$ cat src/rtl/wcmp_pkg.sv
package wcmp_pkg;

  localparam int SEG_W = 64;
  localparam int SEG_BYTES = SEG_W / 8;

  typedef enum logic [3:0] {
    OP_EQ, OP_NE, OP_GE, OP_GT, OP_LT, OP_LE,
    OP_HS, OP_HI, OP_LO, OP_LS, OP_BAD
  } cmp_op_e;

  function automatic logic op_is_signed(cmp_op_e op);
    return (op == OP_GE) || (op == OP_GT) || (op == OP_LT) || (op == OP_LE);
  endfunction

  function automatic logic wide_compare(cmp_op_e op, logic [SEG_W-1:0] x, logic [SEG_W-1:0] y);
    logic eq, slt, ult;
    eq  = (x == y);
    slt = ($signed(x) < $signed(y));
    ult = (x < y);
    unique case (op)
      OP_EQ:   return eq;
      OP_NE:   return !eq;
      OP_GE:   return !slt;
      OP_GT:   return !slt && !eq;
      OP_LT:   return slt;
      OP_LE:   return slt || eq;
      OP_HS:   return !ult;
      OP_HI:   return !ult && !eq;
      OP_LO:   return ult;
      OP_LS:   return ult || eq;
      default: return 1'b0;
    endcase
  endfunction

endpackage

$ cat src/rtl/wcmp_decode.sv
module wcmp_decode
  import wcmp_pkg::*;
(
  input  logic [31:0] insn_i,
  output cmp_op_e     op_o,
  output logic [1:0]  size_o,
  output logic        illegal_o
);

  always_comb begin
    unique case ({insn_i[15:13], insn_i[4]})
      4'b0010: op_o = OP_EQ;
      4'b0011: op_o = OP_NE;
      4'b0100: op_o = OP_GE;
      4'b0101: op_o = OP_GT;
      4'b0110: op_o = OP_LT;
      4'b0111: op_o = OP_LE;
      4'b1100: op_o = OP_HS;
      4'b1101: op_o = OP_HI;
      4'b1110: op_o = OP_LO;
      4'b1111: op_o = OP_LS;
      default: op_o = OP_BAD;
    endcase
  end

  assign size_o    = insn_i[23:22];
  // doubleword size has no wide form
  assign illegal_o = (insn_i[31:24] != 8'h24) || insn_i[21] ||
                     (size_o == 2'b11) || (op_o == OP_BAD);

endmodule

$ cat src/rtl/wcmp_seg.sv
module wcmp_seg
  import wcmp_pkg::*;
(
  input  logic [SEG_W-1:0]     a_i,
  input  logic [SEG_W-1:0]     b_i,
  input  logic [SEG_BYTES-1:0] gov_i,
  input  logic [1:0]           size_i,
  input  cmp_op_e              op_i,
  output logic [SEG_BYTES-1:0] res_o
);

  logic sgn;
  assign sgn = op_is_signed(op_i);

  for (genvar j = 0; j < SEG_BYTES; j++) begin : g_byte
    localparam int HB = (j / 2) * 2;
    localparam int WB = (j / 4) * 4;
    localparam bit H_LEAD = (j % 2 == 0);
    localparam bit W_LEAD = (j % 4 == 0);

    logic [SEG_W-1:0] ext;
    logic             lead;

    always_comb begin
      unique case (size_i)
        2'd0: begin
          ext  = {{56{sgn & a_i[8*j+7]}}, a_i[8*j +: 8]};
          lead = 1'b1;
        end
        2'd1: begin
          ext  = {{48{sgn & a_i[8*HB+15]}}, a_i[8*HB +: 16]};
          lead = H_LEAD;
        end
        2'd2: begin
          ext  = {{32{sgn & a_i[8*WB+31]}}, a_i[8*WB +: 32]};
          lead = W_LEAD;
        end
        default: begin
          ext  = '0;
          lead = 1'b0;
        end
      endcase
    end

    assign res_o[j] = lead & gov_i[j] & wide_compare(op_i, ext, b_i);
  end

endmodule

$ cat src/rtl/wcmp_top.sv
module wcmp_top
  import wcmp_pkg::*;
#(
  parameter int VLEN = 256
) (
  input  logic              clk_i,
  input  logic              rst_ni,
  input  logic              valid_i,
  input  logic [31:0]       insn_i,
  input  logic [VLEN-1:0]   vec_a_i,
  input  logic [VLEN-1:0]   vec_b_i,
  input  logic [VLEN/8-1:0] gov_pred_i,
  output logic              valid_o,
  output logic [VLEN/8-1:0] pred_o,
  output logic              pred_we_o,
  output logic              illegal_o
);

  localparam int NSEG = VLEN / SEG_W;
  localparam int PW   = VLEN / 8;
  localparam logic [PW-1:0] HALF_GAP = {(PW/2){2'b10}};
  localparam logic [PW-1:0] WORD_GAP = {(PW/4){4'b1110}};

  cmp_op_e       op;
  logic [1:0]    size;
  logic          dec_ill;
  logic [PW-1:0] res;

  wcmp_decode u_dec (
    .insn_i    (insn_i),
    .op_o      (op),
    .size_o    (size),
    .illegal_o (dec_ill)
  );

  for (genvar s = 0; s < NSEG; s++) begin : g_seg
    wcmp_seg u_seg (
      .a_i    (vec_a_i[s*SEG_W +: SEG_W]),
      .b_i    (vec_b_i[s*SEG_W +: SEG_W]),
      .gov_i  (gov_pred_i[s*SEG_BYTES +: SEG_BYTES]),
      .size_i (size),
      .op_i   (op),
      .res_o  (res[s*SEG_BYTES +: SEG_BYTES])
    );
  end

  always_ff @(posedge clk_i or negedge rst_ni) begin
    if (!rst_ni) begin
      valid_o   <= 1'b0;
      pred_o    <= '0;
      pred_we_o <= 1'b0;
      illegal_o <= 1'b0;
    end else begin
      valid_o <= valid_i;
      if (valid_i) begin
        pred_we_o <= !dec_ill;
        illegal_o <= dec_ill;
        pred_o    <= dec_ill ? '0 : res;
      end else begin
        pred_we_o <= 1'b0;
        illegal_o <= 1'b0;
      end
    end
  end

  AST_VALID_LATENCY: assert property (@(posedge clk_i) disable iff (!rst_ni)
    valid_i |=> valid_o);
  AST_IDLE_QUIET: assert property (@(posedge clk_i) disable iff (!rst_ni)
    !valid_i |=> (!valid_o && !pred_we_o && !illegal_o));
  AST_SIZE3_REJECT: assert property (@(posedge clk_i) disable iff (!rst_ni)
    (valid_i && insn_i[23:22] == 2'b11) |=> (illegal_o && !pred_we_o));
  AST_ILLEGAL_NO_WRITE: assert property (@(posedge clk_i) disable iff (!rst_ni)
    illegal_o |-> (!pred_we_o && pred_o == '0 && valid_o));
  AST_INACTIVE_ZERO: assert property (@(posedge clk_i) disable iff (!rst_ni)
    valid_i |=> ((pred_o & ~$past(gov_pred_i)) == '0));
  AST_HALF_GAP_ZERO: assert property (@(posedge clk_i) disable iff (!rst_ni)
    (valid_i && insn_i[23:22] == 2'b01) |=> ((pred_o & HALF_GAP) == '0));
  AST_WORD_GAP_ZERO: assert property (@(posedge clk_i) disable iff (!rst_ni)
    (valid_i && insn_i[23:22] == 2'b10) |=> ((pred_o & WORD_GAP) == '0));

endmodule

$ cat config.mk
export PLATFORM = sky130hd
export DESIGN_NAME = wcmp_top
export DESIGN_NICKNAME = d
export VERILOG_FILES = /design/src/rtl/wcmp_pkg.sv /design/src/rtl/wcmp_decode.sv /design/src/rtl/wcmp_seg.sv /design/src/rtl/wcmp_top.sv
export SDC_FILE = /design/constraint.sdc
export NUM_CORES = 2
export LEC_CHECK = 0
export BUFFER_PORTS_ARGS = -buffer_cell sky130_fd_sc_hd__buf_2
export CAP_MARGIN = 30
export CORE_AREA = 2 2 442 444
export CTS_CLUSTER_SIZE = 12
export DETAILED_ROUTE_END_ITERATION = 10
export DIE_AREA = 0 0 444 446
export HOLD_SLACK_MARGIN = 0.03
export SLEW_MARGIN = 30
export SYNTH_ARGS = -nofsm -noshare
export SYNTH_HDL_FRONTEND = slang
export SYNTH_SLANG_ARGS = --single-unit
$ cat constraint.sdc
create_clock -name clk_i -period 1.35 [get_ports clk_i]
set_input_delay 0.2025 -clock clk_i [delete_from_list [all_inputs] [get_ports clk_i]]
set_output_delay 0.2025 -clock clk_i [all_outputs]
set_load 0.005 [all_outputs]
Word level (Yosys, flattened, before mapping)
Memory sizes are Yosys's and may differ from the RTL's.
Cells that the tools add are included.
{"block": "word_totals", "mem_count": 1, "word_cells": 516, "output_inout_bits": 35, "reg_bits": 35, "romBits": 64, "inputBits": 579}
{"block": "op_classes", "order_cmp": 64, "muxes": 70, "eq_ne": 46, "bitwise": 96, "reduce_logical": 235}
{"memory": "(no name shown)", "depth": 16, "word_bits": 4, "rd": 1, "rd_ports_with_merged_regs": 0, "write_ports": 0, "line": "wcmp_decode.sv:11", "rtl": "unique case ({insn_i[15:13], insn_i[4]})"}
{"op": "64-bit one-hot mux with 3 select lines", "count": 32}
{"op": "64-bit less-than comparator", "count": 64}
{"op": "64-bit == test", "count": 32}
{"op": "1-bit one-hot mux with 10 select lines", "count": 32}
{"op": "1-bit logical NOT", "count": 97}
{"op": "1-bit bitwise AND", "count": 96}
{"op": "1-bit logical OR", "count": 70}
{"op": "1-bit logical AND", "count": 64}
{"op": "32-bit two-way mux", "count": 1}
{"op": "4-bit by 3-bit == test with 1-bit output, second input constant", "count": 4}
{"op": "4-bit == test, second input constant", "count": 3}
{"op": "4-bit by 2-bit == test with 1-bit output, second input constant", "count": 2}
{"op": "8-bit by 6-bit inequality test with 1-bit output, second input constant", "count": 1}
{"op": "1-bit two-way mux", "count": 5}
{"op": "2-bit == test, second input constant", "count": 2}
{"op": "4-bit by 1-bit == test with 1-bit output, second input constant", "count": 1}
{"op": "4-bit logical NOT", "count": 1}
{"op": "3-bit OR reduction", "count": 1}
{"op": "2-bit by 1-bit == test with 1-bit output, second input constant", "count": 1}
{"op": "2-bit logical NOT", "count": 1}
{"op": "2-bit OR reduction", "count": 1}

Logic depth before layout (Yosys ltp)
An unclocked memory read counts as a cell.
{"block": "depth", "depth_word": 13, "mapped_depth": 20, "depth_no_buf": 16}

Modules after synthesis
A second synthesis with hierarchy kept.
{"block": "unflattened", "hier_cells": 8355, "area_unflattened_um2": 59206.8}
{"module": "wcmp_seg at g_seg[3].u_seg", "cells_each": 2073, "seq_area_each_um2": 0.0, "area_per_inst_um2": 14637.8, "n_inst": 1}
{"module": "wcmp_seg at g_seg[2].u_seg", "cells_each": 2043, "seq_area_each_um2": 0.0, "area_per_inst_um2": 14368.8, "n_inst": 1}
{"module": "wcmp_seg at g_seg[1].u_seg", "cells_each": 2039, "seq_area_each_um2": 0.0, "area_per_inst_um2": 14331.2, "n_inst": 1}
{"module": "wcmp_seg at g_seg[0].u_seg", "cells_each": 2044, "seq_area_each_um2": 0.0, "area_per_inst_um2": 14279.9, "n_inst": 1}
{"module": "wcmp_top", "cells_each": 142, "seq_area_each_um2": 875.8, "area_per_inst_um2": 1482.7, "n_inst": 1}
{"module": "wcmp_decode", "cells_each": 14, "seq_area_each_um2": 0.0, "area_per_inst_um2": 106.4, "n_inst": 1}

Least setup slack after synthesis
OpenSTA, ideal clock, no wires.
{"block": "synth_timing", "path_kind": "input to register", "startpoint": "input port insn_i[22]", "endpoint": "register pred_o[6]", "slack_ns": -4.525, "stages": 16, "setup_time_ns": 0.122, "arrival_ns": 5.753, "n_path_buf": 3, "cell_sequence": "clkbuf_1 -> nor2b_1 -> clkbuf_1 -> clkbuf_1 -> nand2_1 -> o21ai_0 -> ha_1 -> a21o_1 -> a21o_1 -> a2111oi_0 -> o21bai_1 -> a221o_1 -> a31oi_1 -> nor4b_1 -> o22ai_1 -> a32o_1"}
{"block": "synth_via", "elab_chain_cells": 8, "elab_cells_between_ends": 23}
{"element": "start: declaration", "line": "wcmp_top.sv:9", "rtl": "input logic [31:0] insn_i,"}
{"element": "2-bit == test (tied with other cells)", "line": "wcmp_seg.sv:25", "rtl": "unique case (size_i)"}
{"element": "64-bit one-hot mux with 3 select lines", "line": "wcmp_seg.sv:25"}
{"element": "64-bit less-than comparator (tied with other cells)", "line": "wcmp_pkg.sv:19", "rtl": "ult = (x < y);"}
{"element": "1-bit logical NOT (on tied branches)"}
{"element": "1-bit logical AND (on tied branches)", "line": "wcmp_pkg.sv:28, wcmp_pkg.sv:24"}
{"element": "1-bit one-hot mux with 10 select lines", "line": "wcmp_pkg.sv:20", "rtl": "unique case (op)"}
{"element": "1-bit bitwise AND", "line": "wcmp_seg.sv:45", "rtl": "assign res_o[j] = lead & gov_i[j] & wide_compare(op_i, ext, b_i);"}
{"element": "32-bit two-way mux (*)", "line": "wcmp_top.sv:58", "rtl": "pred_o <= dec_ill ? '0 : res;"}
{"element": "end signal: assignment", "line": "wcmp_top.sv:58"}
{"element": "end: declaration", "line": "wcmp_top.sv:14", "rtl": "output logic [VLEN/8-1:0] pred_o,"}
Every way passes the cells marked *; elsewhere a longest branch is shown, timed or not.
A chain may end at the register's enable or synchronous reset.

Worst setup path after layout
{"block": "layout_timing", "startpoint": "input port insn_i[23]", "endpoint": "register pred_o[1]"}
Same word-level chain as after synthesis.

==> results.md <==
- The flow ran to the end, but the final reports show violations.
- The checks that failed: negative setup slack.
- The floorplan step defined a die boundary enclosing ~0.2 mm^2.
- ~610 I/O pins were placed.
- The type of the worst min-delay path is input pin to flop.
- Setup repair after global routing could not meet its margin everywhere.
- The global-route wire length before repair is between 400 and 500 mm.
- Summed over all instances, the cell type with the most area after synthesis is ha_1.
- The origin of the critical flop-to-flop path is pred_o[7].
- In this run the biggest area consumer among cell types represents 43.7% of the synthesized area.
- The aggregate global routing overflow is 0.
- By area the synthesized netlist is led by ha_1 (44%), nand2_1 (8.6%), a21oi_1 (6.3%), o21ai_0 (5.7%), a21o_1 (5.3%).
- The total power draw is 30.1 mW.
- The initial standard-cell utilization of the core is 29.8%.
- The smallest clock period supported by the final layout is computed as 4.00 ns.
- Summed over all layers, the routed wires come to 325 mm.
- The leakage power of the design is slightly below 50 nW.
- The synthesized net count is approximately 11,000.
- In this run the worst path has a maximum fanout of 7.
- Counting cells, the worst reg-to-reg path comes to 4.
- Dividing the detail-routed via count by the number of cells gives 5.75.
- After synthesis, the share of flip-flops with an asynchronous set or reset is 100%.
- In this run the clock root is driven by a clkbuf_16.
- TritonCTS built the clock tree.
- The post-synthesis cell area is approximately 0.058 mm^2.
- In this run the deepest clock path goes through 2 buffers.
- The die is ~440 um wide.
- The count of final hold-check violations is 0.
- The arrival time at the worst endpoint is ~4.2 ns.
- The slew of the pin with the lowest slew margin is slightly below 0.9 ns.
- The initialized floorplan defines 162 standard-cell rows.
- Across all layers, the routed design uses 75,640 vias.
- The worst slack at placement is -3.27 ns.
- The post-detailed-route wirelength per cell is 24.7 um.
- Across the VDD grid, the largest voltage drop is 0.484 mV.
- In this run the vertical extent of the chip is 446 um.
- STA classifies the critical path startpoint as an input pin.
- The Yosys step of the flow raised 0 warnings.
- Dividing the synthesized area by the synthesized cell count gives 7.25 um^2.
- Max-cap violations in this run came to 0.
- Before antenna repair, the detailed router went through 6 iterations.
- Routability-driven placement finished with a final weighted congestion of roughly 1.0.
- The post-layout instance count excluding filler cells is 13,158.
- The layout-stage area growth over the synthesis result is 53.8%.
- The worst-case headroom to the max-slew limit is 42.1%.
- In the routed design, unresolved DRC markers number 0.
- The synthesized design contains 0 enable-type register cells.
- Once routing completed, OpenROAD measured the worst setup slack at -2.65 ns.
- The number of unique standard cell types used by synthesis is 81.
- Sequential cells were found to cover 1.52% of the synthesized design area.
- The endpoint required time on the critical path is ~1.6 ns.
- The clock sink count is 35.
- The count of nets left with antenna violations once routing finished came out at 0.
- The dominant register cell in the synthesized netlist is dfrtp_1.
- The number of port buffers is 596.
- The clock latency of the later-clocked register in the worst-skew pair is between 0.3 and 0.4 ns.
- For this run, the total global-route usage over all layers was measured as around 31%.
- The classification of the worst setup path is input pin to flop.
- The region available for standard cell placement spans 0.194 mm^2.
- Timing would allow up to 0.250 GHz.
- The number of levels the H-tree was split into is 2.
- The final layout contains around 13,000 nets.
- The max-slew violation count is 0.
- Setup violations remaining at the end of the flow were counted as 36.
- For the final database, setup skew stands at 0 ns.
- The worst hold path begins at gov_pred_i[5].
- The period utilization is 296%.
- Counting the fill cells in the layout gives 19,085.
- Once detailed placement completed, the half-perimeter wirelength came to 269 mm.
- Counting flops and latches in the post-synthesis netlist gives 35.
- In this run, CTS created clock tree buffers numbering 5.
- The number of global-route vias before repair was 74,363.
- STA classifies the critical path endpoint as a flop.
- The number of violations reported at the end of detailed-routing iteration 0 is 6,221.
- The initial antenna violation count is 56.
- The clock-pin transition on the worst setup and hold timing paths is 0.08 ns.
- In this run the power density over the cells is 338 mW/mm^2.
- The number of cells produced by synthesis is 7,962.
- The count of placed standard cells including taps is 12,872.
- The worst setup path startpoint is insn_i[23].
- Yosys instantiated no cell more often than ha_1.
- The ratio of cells with drive above 1 in the final layout is between 30% and 40%.
- Ranked by instance count, the synthesized netlist is headed by ha_1 (2,016), nand2_1 (1,321), a21oi_1 (732).
- The cell depth of the worst min-delay path is 3.
- Entering global routing, the biggest net connects 51 pins.
## cell families after synthesis
kind of cell,Yosys count,synth area share [%]
and+or+nand+nor,2768,22.6
AOI/OAI and AO/OA,2376,25.2
adders and majority gates,2016,43.7
buffers and inverters,582,3.79
muxes,165,2.88
DFF,35,1.52
xor gates and xnor gates,20,0.303
## where the power goes
part / total, mW / switching [mW] / internal (mW)
logic: 27.6 / 15.0 / 12.6
registers: 1.05 / 0.00105 / 1.05
clock network: 1.45 / 0.754 / 0.692
total: 30.1 / 15.8 / 14.3
## cell type report
class	instances	area (um^2)	area share, %
tap	2542	3180	3.58
sequential	35	877	0.987
antenna	40	100	0.113
clock inverter	2	12.5	0.0141
timing repair buffer	2809	22900	25.8
clock buffer	6	129	0.145
inverter	371	1390	1.57
multi-input combinational	7353	60300	67.8
## routing by layer
layer | part of all wire [%] | up-vias | wire (um) | track usage (%)
met5 | 0.017 | - | 55 | 0
met4 | 9.4 | 10 | 30400 | 24.0
met1 | 40 | 36119 | 131000 | 37.6
met2 | 44 | 3045 | 144000 | 50.2
met3 | 6.0 | 932 | 19500 | 3.28
li1 | - | 35534 | - | -
## stage by stage
step | TNS, ns | hold WS [ns] | utilization, % | area (um^2)
after floorplan | -69.96 | -0.0931 | - | 59400
after global placement | -94.07 | 0.196 | 41.8 | 80800
after detailed placement | -95.96 | 0.205 | 41.8 | 80800
after CTS | -74.36 | 0.146 | 44.2 | 85500
after global routing | -79.72 | 0.160 | 45.9 | 88800
final | -75.37 | 0.143 | 45.9 | 88800
## worst max-delay path, stage by stage
cell,delay (ns)
buf_16,0.11
nor2b_4,0.17
buf_12,0.14
buf_6,0.11
nand2_8,0.05
a21oi_4,0.17
buf_12,0.17
buf_8,0.14
ha_4,0.14
nand4_1,0.17
nor4_4,0.31
buf_4,0.16
nand4_1,0.10
buf_6,0.17
or4_4,0.47
nor4_4,0.27
buf_4,0.20
mux2i_2,0.08
or3b_4,0.39
nor3_2,0.14
a21oi_1,0.08
a32o_1,0.27
## what timing repair did
item,CTS,global route
cloned,28,14
hold buffers,1,0
pin swaps,257,331
endpoints found under the setup margin,35,34
setup buffers,129,87
hold endpoints to repair,35,0
resized for setup,610,496
## registers in the layout, summed over array words and instances (netlist names)
register	cells
pred_o	32
illegal_o	1
valid_o	1
pred_we_o	1
## placed cells by master, fill, tap and decap left out, drive strengths merged, types with 20 or more instances in the layout
cell type / count
a2111oi: 43
a211oi: 82
a21o: 407
a21oi: 733
a221oi: 24
a31oi: 61
and2: 78
and3: 37
and4: 22
buf: 2786
dfrtp: 35
diode: 40
ha: 2016
inv: 369
mux2i: 156
nand2: 1323
nand2b: 46
nand3: 149
nand4: 409
nor2: 310
nor2b: 113
nor3: 123
nor4: 88
o211ai: 81
o21a: 74
o21ai: 660
o221ai: 20
or3: 20
## final timing paths
| kind | to | slack (ns) |
|---|---|---|
| worst max-delay path | pred_o[1] | -2.65 |
| worst min-delay path | pred_o[5] | 0.14 |
| worst max register to register | pred_o[7] | -0.03 |
| worst min register to register | pred_o[1] | 0.51 |
| max in group asynchronous | pred_o[0] | 0.61 |
| min in group asynchronous | pred_we_o | 0.39 |
(Power assumes the default switching activity.)
